## src/rtl/flash_lock_seq.sv

```systemverilog
module flash_lock_seq #(
  parameter int AW = 24,
  parameter int TW = 16
) (
  input  logic          clk,
  input  logic          rst_n,
  input  logic          start,
  input  logic [AW-1:0] blk_addr,
  input  logic          last_op,
  input  logic [TW-1:0] poll_limit,
  output logic          busy,
  output logic          done,
  output logic [2:0]    result,
  output logic [AW-1:0] bus_addr,
  output logic [7:0]    bus_wdata,
  output logic          bus_wr,
  output logic          bus_rd,
  input  logic [7:0]    bus_rdata
);

  localparam logic [2:0] RES_OK   = 3'd0;
  localparam logic [2:0] RES_VOLT = 3'd1;
  localparam logic [2:0] RES_SEQ  = 3'd2;
  localparam logic [2:0] RES_LOCK = 3'd3;
  localparam logic [2:0] RES_TMO  = 3'd4;
  localparam logic [2:0] RES_PART = 3'd5;
  localparam logic [2:0] RES_OTH  = 3'd6;

  typedef enum logic [2:0] {
    ST_IDLE, ST_SETUP, ST_CONF, ST_RDST, ST_POLL, ST_CLR, ST_ARR, ST_FIN
  } st_t;

  st_t           st;
  logic [AW-1:0] addr_q;
  logic          last_q;
  logic [TW-1:0] cnt;
  logic [2:0]    res_q;
  logic [2:0]    dec;
  logic          ready, anyerr, limit_hit;

  assign ready     = bus_rdata[7];
  assign anyerr    = |bus_rdata[5:3];
  assign limit_hit = ({1'b0, cnt} + 1'b1) >= {1'b0, poll_limit};

  always_comb begin
    if (bus_rdata[3])                    dec = RES_VOLT;
    else if (bus_rdata[4] && bus_rdata[5]) dec = RES_SEQ;
    else if (bus_rdata[4])               dec = RES_LOCK;
    else if (bus_rdata[5])               dec = RES_OTH;
    else                                 dec = RES_OK;
  end

  always_ff @(posedge clk) begin
    if (!rst_n) begin
      st     <= ST_IDLE;
      addr_q <= '0;
      last_q <= 1'b0;
      cnt    <= '0;
      res_q  <= RES_OK;
    end else begin
      case (st)
        ST_IDLE: if (start) begin
          addr_q <= blk_addr;
          last_q <= last_op;
          st     <= ST_SETUP;
        end
        ST_SETUP: st <= ST_CONF;
        ST_CONF:  st <= ST_RDST;
        ST_RDST: begin
          cnt <= '0;
          st  <= ST_POLL;
        end
        ST_POLL: begin
          if (ready) begin
            if (!last_q) begin
              res_q <= RES_PART;
              st    <= ST_FIN;
            end else begin
              res_q <= dec;
              st    <= anyerr ? ST_CLR : ST_ARR;
            end
          end else if (limit_hit) begin
            res_q <= RES_TMO;
            st    <= ST_FIN;
          end else begin
            cnt <= cnt + 1'b1;
          end
        end
        ST_CLR:  st <= ST_ARR;
        ST_ARR:  st <= ST_FIN;
        default: st <= ST_IDLE;
      endcase
    end
  end

  logic [2:0] res_out;
  always_ff @(posedge clk) begin
    if (!rst_n)              res_out <= RES_OK;
    else if (st == ST_FIN)   res_out <= res_out;
    else if (st == ST_POLL && (ready || limit_hit) && (!ready || !last_q)) res_out <= ready ? RES_PART : RES_TMO;
    else if (st == ST_ARR)   res_out <= res_q;
  end

  assign busy     = (st != ST_IDLE);
  assign done     = (st == ST_FIN);
  assign result   = res_out;
  assign bus_addr = addr_q;
  assign bus_wr   = (st == ST_SETUP) || (st == ST_CONF) || (st == ST_RDST) ||
                    (st == ST_CLR) || (st == ST_ARR);
  assign bus_rd   = (st == ST_POLL);

  always_comb begin
    case (st)
      ST_SETUP: bus_wdata = 8'h60;
      ST_CONF:  bus_wdata = 8'h01;
      ST_RDST:  bus_wdata = 8'h70;
      ST_CLR:   bus_wdata = 8'h50;
      ST_ARR:   bus_wdata = 8'hFF;
      default:  bus_wdata = 8'h00;
    endcase
  end

  assert_strobe_excl_R11: assert property (@(posedge clk) disable iff (!rst_n)
    !(bus_wr && bus_rd));

  assert_confirm_after_setup_R1: assert property (@(posedge clk) disable iff (!rst_n)
    (bus_wr && bus_wdata == 8'h01) |-> $past(bus_wr && bus_wdata == 8'h60));

  assert_timeout_after_read_R3: assert property (@(posedge clk) disable iff (!rst_n)
    (done && result == RES_TMO) |-> $past(bus_rd));

  assert_done_pulse_R9: assert property (@(posedge clk) disable iff (!rst_n)
    done |=> (!done && !busy));

  assert_result_hold_R9: assert property (@(posedge clk) disable iff (!rst_n)
    (!done && !$past(done)) |-> $stable(result));

  assert_start_ignored_R10: assert property (@(posedge clk) disable iff (!rst_n)
    (busy && bus_wr) |=> (!bus_wr || $stable(bus_addr)));

  assert_clear_before_array_R7: assert property (@(posedge clk) disable iff (!rst_n)
    (bus_wr && bus_wdata == 8'h50) |=> (bus_wr && bus_wdata == 8'hFF));

endmodule

```

## config.mk

```make
export PLATFORM = sky130hd
export DESIGN_NAME = flash_lock_seq
export DESIGN_NICKNAME = d
export VERILOG_FILES = /design/src/rtl/flash_lock_seq.sv
export SDC_FILE = /design/constraint.sdc
export NUM_CORES = 1
export LEC_CHECK = 0
export ABC_AREA = 1
export CAP_MARGIN = 10
export CORE_ASPECT_RATIO = 1.5
export CORE_UTILIZATION = 47
export CTS_CLUSTER_SIZE = 10
export DETAILED_ROUTE_END_ITERATION = 10
export PLACE_DENSITY_LB_ADDON = 0.15
export REMOVE_ABC_BUFFERS = 1
export SETUP_SLACK_MARGIN = 0.1
export SYNTH_ARGS = -nofsm -noshare
export SYNTH_HDL_FRONTEND = slang
export SYNTH_SLANG_ARGS = --single-unit
```

## constraint.sdc

```tcl
create_clock -name clk -period 3.2 [get_ports clk]
set_input_delay 0.48 -clock clk [delete_from_list [all_inputs] [get_ports clk]]
set_output_delay 0.48 -clock clk [all_outputs]
set_load 0.05 [all_outputs]
```

==> insert_results.sql <==
INSERT INTO impl_metrics (metric_group, metric, value, unit) VALUES
('status', 'result_of_the_run', 'finished, final reports clean', ''),
('route', 'route.vias.total', '2933', ''),
('critical_path', 'critPathLaunch', 'cnt[4]$_SDFFE_PN0P_', ''),
('route', 'firstDrtPassIters', '5', ''),
('global_routing', 'first_global_vias', '2707', ''),
('clock_tree', 'cts_hold_buf', '0', ''),
('clock_tree', 'cts_max_path_buffers', '2', ''),
('placement', 'io_buffers', '86', ''),
('route', 'drt-wirelength-per-cell', '12.2', 'um'),
('yosys', 'number_of_synthesized_flops_with_an_enable_pin', '0', ''),
('clock_tree', 'tritoncts.num_buffers', '5', ''),
('critical_path', 'crit_path_end_kind', 'register', ''),
('placement', 'post-place-cells', '573', ''),
('clock_tree', 'clkLatencyLatePin', '0.30', 'ns'),
('yosys', 'synth.avg_cell_area', '6.82', 'um2'),
('yosys', 'yosys.cell_count.top_type', 'sky130_fd_sc_hd__inv_1', ''),
('route', 'dr.max_layer_used', 'met4', ''),
('critical_path', 'timing.critical_path.required', '3.39', 'ns'),
('critical_path', 'path_class', 'reg2reg', ''),
('timing', 'period_minus_ws_final', '2.93', 'ns'),
('layout', 'final_cell_utilization_of_the_core', '68.5', '%'),
('die', 'i_o_pin_cnt', '91', ''),
('layout', 'antennaDiodeCount', '0', ''),
('timing', 'timing.max_slew.rel_slack', '65.3', '%'),
('worst_hold_path', 'worst_min_delay_path_class', 'reg2reg', ''),
('critical_path', 'cp_max_fo', '9', ''),
('clock_tree', 'clkSinkCount', '50', ''),
('timing', 'finalCritPeriodShare', '91.5', '%'),
('layout', 'fin_cells', '583', ''),
('clock_tree', 'htreeDepth', '2', ''),
('global_routing', 'grt_pass1_wl', '11300', 'um'),
('global_routing', 'globalRoute.totalOverflow', '0', ''),
('timing', 'final.setup_skew', '0.00431', 'ns'),
('timing', 'timing.final.hold_violations', '0', ''),
('route', 'met3_wirelength', '443', 'um'),
('power', 'irDropWorstVdd', '0.239', 'mV'),
('placement', 'final_weighted_congestion_of_routability_driven_global_placement', '0.863', ''),
('critical_path', 'critical_path.endpoint', 'cnt[2]$_SDFFE_PN0P_', ''),
('route', 'met2WireLength', '3610', 'um'),
('yosys', 'synth_area_leaders', 'sky130_fd_sc_hd__dfxtp_1 34%, sky130_fd_sc_hd__inv_1 11%, sky130_fd_sc_hd__nand2_1 8.2%', ''),
('timing', 'rsz0062_at_grt', 'no', ''),
('yosys', 'mappedNetlistArea', '2910', 'um2'),
('power', 'p_leak', '1.83', 'nW'),
('global_routing', 'grtUsageTotal', '21.7', '%'),
('yosys', 'ys_seq_area_share', '34.3', '%'),
('die', 'floorplan.die_area', '6530', 'um2'),
('clock_tree', 'cts_tree', 'built', ''),
('route', 'postRouteAntennaNets', '0', ''),
('yosys', 'synthFlopType', 'sky130_fd_sc_hd__dfxtp_1', ''),
('power', 'power.density_cell_area', '448', 'nW/um2'),
('critical_path', 'worstSetupStartpointType', 'register', ''),
('route', 'routed_wirelength', '7090', 'um'),
('clock_tree', 'clkTransAtPathRegs', '0.09', 'ns'),
('die', 'fp-row-count', '34', ''),
('die', 'floorplan.initialDensity', '49.6', '%'),
('global_routing', 'antenna_found_initial', '0', ''),
('yosys', 'synth.distinct_cells', '35', ''),
('route', 'vias_cell', '5.03', ''),
('timing', 'drv_slew', '0', ''),
('timing', 'whs', '0.447', 'ns'),
('job', 'max_cap_violations', '0', ''),
('timing', 'finalSetupViolCount', '0', ''),
('yosys', 'netlist_instances', '427', ''),
('yosys', 'async_reset_ff_share', '0', '%'),
('placement', 'place.detailed.hpwl', '5140', 'um'),
('critical_path', 'reg2reg_depth', '19', ''),
('die', 'die-height', '98.4', 'um'),
('timing', 'setup_total_negative_slack', '0', 'ns'),
('yosys', 'synthesis.yosys.warnings', '0', ''),
('route', 'wl_met1', '2890', 'um'),
('yosys', 'netlist.area_leader.share', '34.3', '%');
[metrics by stage]
stage,worst slack [ns],area (um2)
final,0.273,4020
after global routing,0.0746,4020
after CTS,0.103,3930
after detailed placement,0.109,3810
after global placement,0.188,3810
after floorplan,-2.09,2820
[cell families (layout without fill, tap and decap cells)]
family                   after synthesis  in the layout  synth area share [%]
flip-flops                            50             50                  34.3
adder cells (fa/ha/maj)               17             17                  7.30
XOR/XNOR                              10             10                  3.01
AO/OA/AOI/OAI                        101            101                  19.0
AND/OR/NAND/NOR                      146            147                  22.0
buffers and inverters                103            186                  14.3
[registers in the layout, indices dropped and copies added (netlist names)]
signal    flops
bus_addr     24
res_q         3
cnt          16
last_q        1
st            3
result        3
[layer usage]
| layer | up-vias | global-route usage [%] |
|---|---|---|
| li1 | 1508 | - |
| met1 | 1318 | 23.5 |
| met2 | 96 | 40.0 |
| met3 | 11 | 4.05 |
| met4 | 0 | 8.35 |
| met5 | - | 0 |
[final cells by class]
cell class	count	area [um2]
Inverter	86	330
Sequential cell	50	1000
Timing Repair Buffer	92	906
Fill cell	502	1850
Tap cell	72	90.1
Multi-Input combinational cell	275	1580
Clock buffer	6	72.6
Clock inverter	2	37.5
[cell usage in the layout (no fill, tap or decap), types with 4 or more instances in the layout]
| cell | instances |
|---|---|
| sky130_fd_sc_hd__dfxtp_1 | 47 |
| sky130_fd_sc_hd__clkbuf_8 | 5 |
| sky130_fd_sc_hd__nor2_4 | 4 |
| sky130_fd_sc_hd__o21ai_1 | 9 |
| sky130_fd_sc_hd__o21ai_0 | 38 |
| sky130_fd_sc_hd__ha_1 | 17 |
| sky130_fd_sc_hd__nor3_1 | 5 |
| sky130_fd_sc_hd__nor2_1 | 43 |
| sky130_fd_sc_hd__nand2_1 | 61 |
| sky130_fd_sc_hd__a21oi_2 | 9 |
| sky130_fd_sc_hd__buf_4 | 6 |
| sky130_fd_sc_hd__a21oi_1 | 39 |
| sky130_fd_sc_hd__nand2_2 | 5 |
| sky130_fd_sc_hd__inv_1 | 83 |
| sky130_fd_sc_hd__clkdlybuf4s50_1 | 86 |
| sky130_fd_sc_hd__xor2_1 | 8 |
| sky130_fd_sc_hd__nand3_1 | 11 |
[where the power goes]
part | switching (mW) | internal [mW] | total (mW)
logic | 0.401 | 0.229 | 0.630
clock network | 0.213 | 0.233 | 0.447
registers | 0.0394 | 0.686 | 0.726
total | 0.653 | 1.15 | 1.80
[how the worst min path moves through the flow]
stage                     slack (ns)                 startpoint                        end  cells after the start
after floorplan                 0.44      res_q[2]$_SDFFE_PN0P_      res_q[2]$_SDFFE_PN0P_                      2
after global placement          0.43  bus_addr[23]$_SDFFE_PN0P_  bus_addr[23]$_SDFFE_PN0P_                      2
after global routing            0.46  bus_addr[17]$_SDFFE_PN0P_  bus_addr[17]$_SDFFE_PN0P_                      2
after CTS                       0.45   bus_addr[0]$_SDFFE_PN0P_   bus_addr[0]$_SDFFE_PN0P_                      2
final                           0.45   bus_addr[3]$_SDFFE_PN0P_   bus_addr[3]$_SDFFE_PN0P_                      2
after detailed placement        0.44   bus_addr[0]$_SDFFE_PN0P_   bus_addr[0]$_SDFFE_PN0P_                      2
[worst max-delay path, stage by stage (launching register included)]
cell and delay, ns:
sky130_fd_sc_hd__dfxtp_1 0.41, sky130_fd_sc_hd__nand2_2 0.11, sky130_fd_sc_hd__nor2_4 0.13, sky130_fd_sc_hd__nand2_2 0.10, sky130_fd_sc_hd__nor3_4 0.25, sky130_fd_sc_hd__nand2_1 0.07
sky130_fd_sc_hd__o21ai_0 0.17, sky130_fd_sc_hd__inv_1 0.10, sky130_fd_sc_hd__ha_1 0.28, sky130_fd_sc_hd__nand2_1 0.06, sky130_fd_sc_hd__nor2_1 0.10, sky130_fd_sc_hd__nand3_1 0.10
sky130_fd_sc_hd__nor2_1 0.11, sky130_fd_sc_hd__nand2_1 0.05, sky130_fd_sc_hd__nand2_1 0.06, sky130_fd_sc_hd__clkinv_1 0.12, sky130_fd_sc_hd__nand3_4 0.14, sky130_fd_sc_hd__nand2_8 0.11
sky130_fd_sc_hd__o21ai_0 0.25, sky130_fd_sc_hd__nor2_1 0.09
[what timing repair did]
| action | CTS | global route |
|---|---|---|
| setup endpoints to repair | 1 | 22 |
| gates cloned | 0 | 1 |
| pin swaps | 0 | 4 |
| resized for setup | 1 | 19 |
| setup buffers | 0 | 1 |
Note: power is estimated with default switching activity, not from simulation.
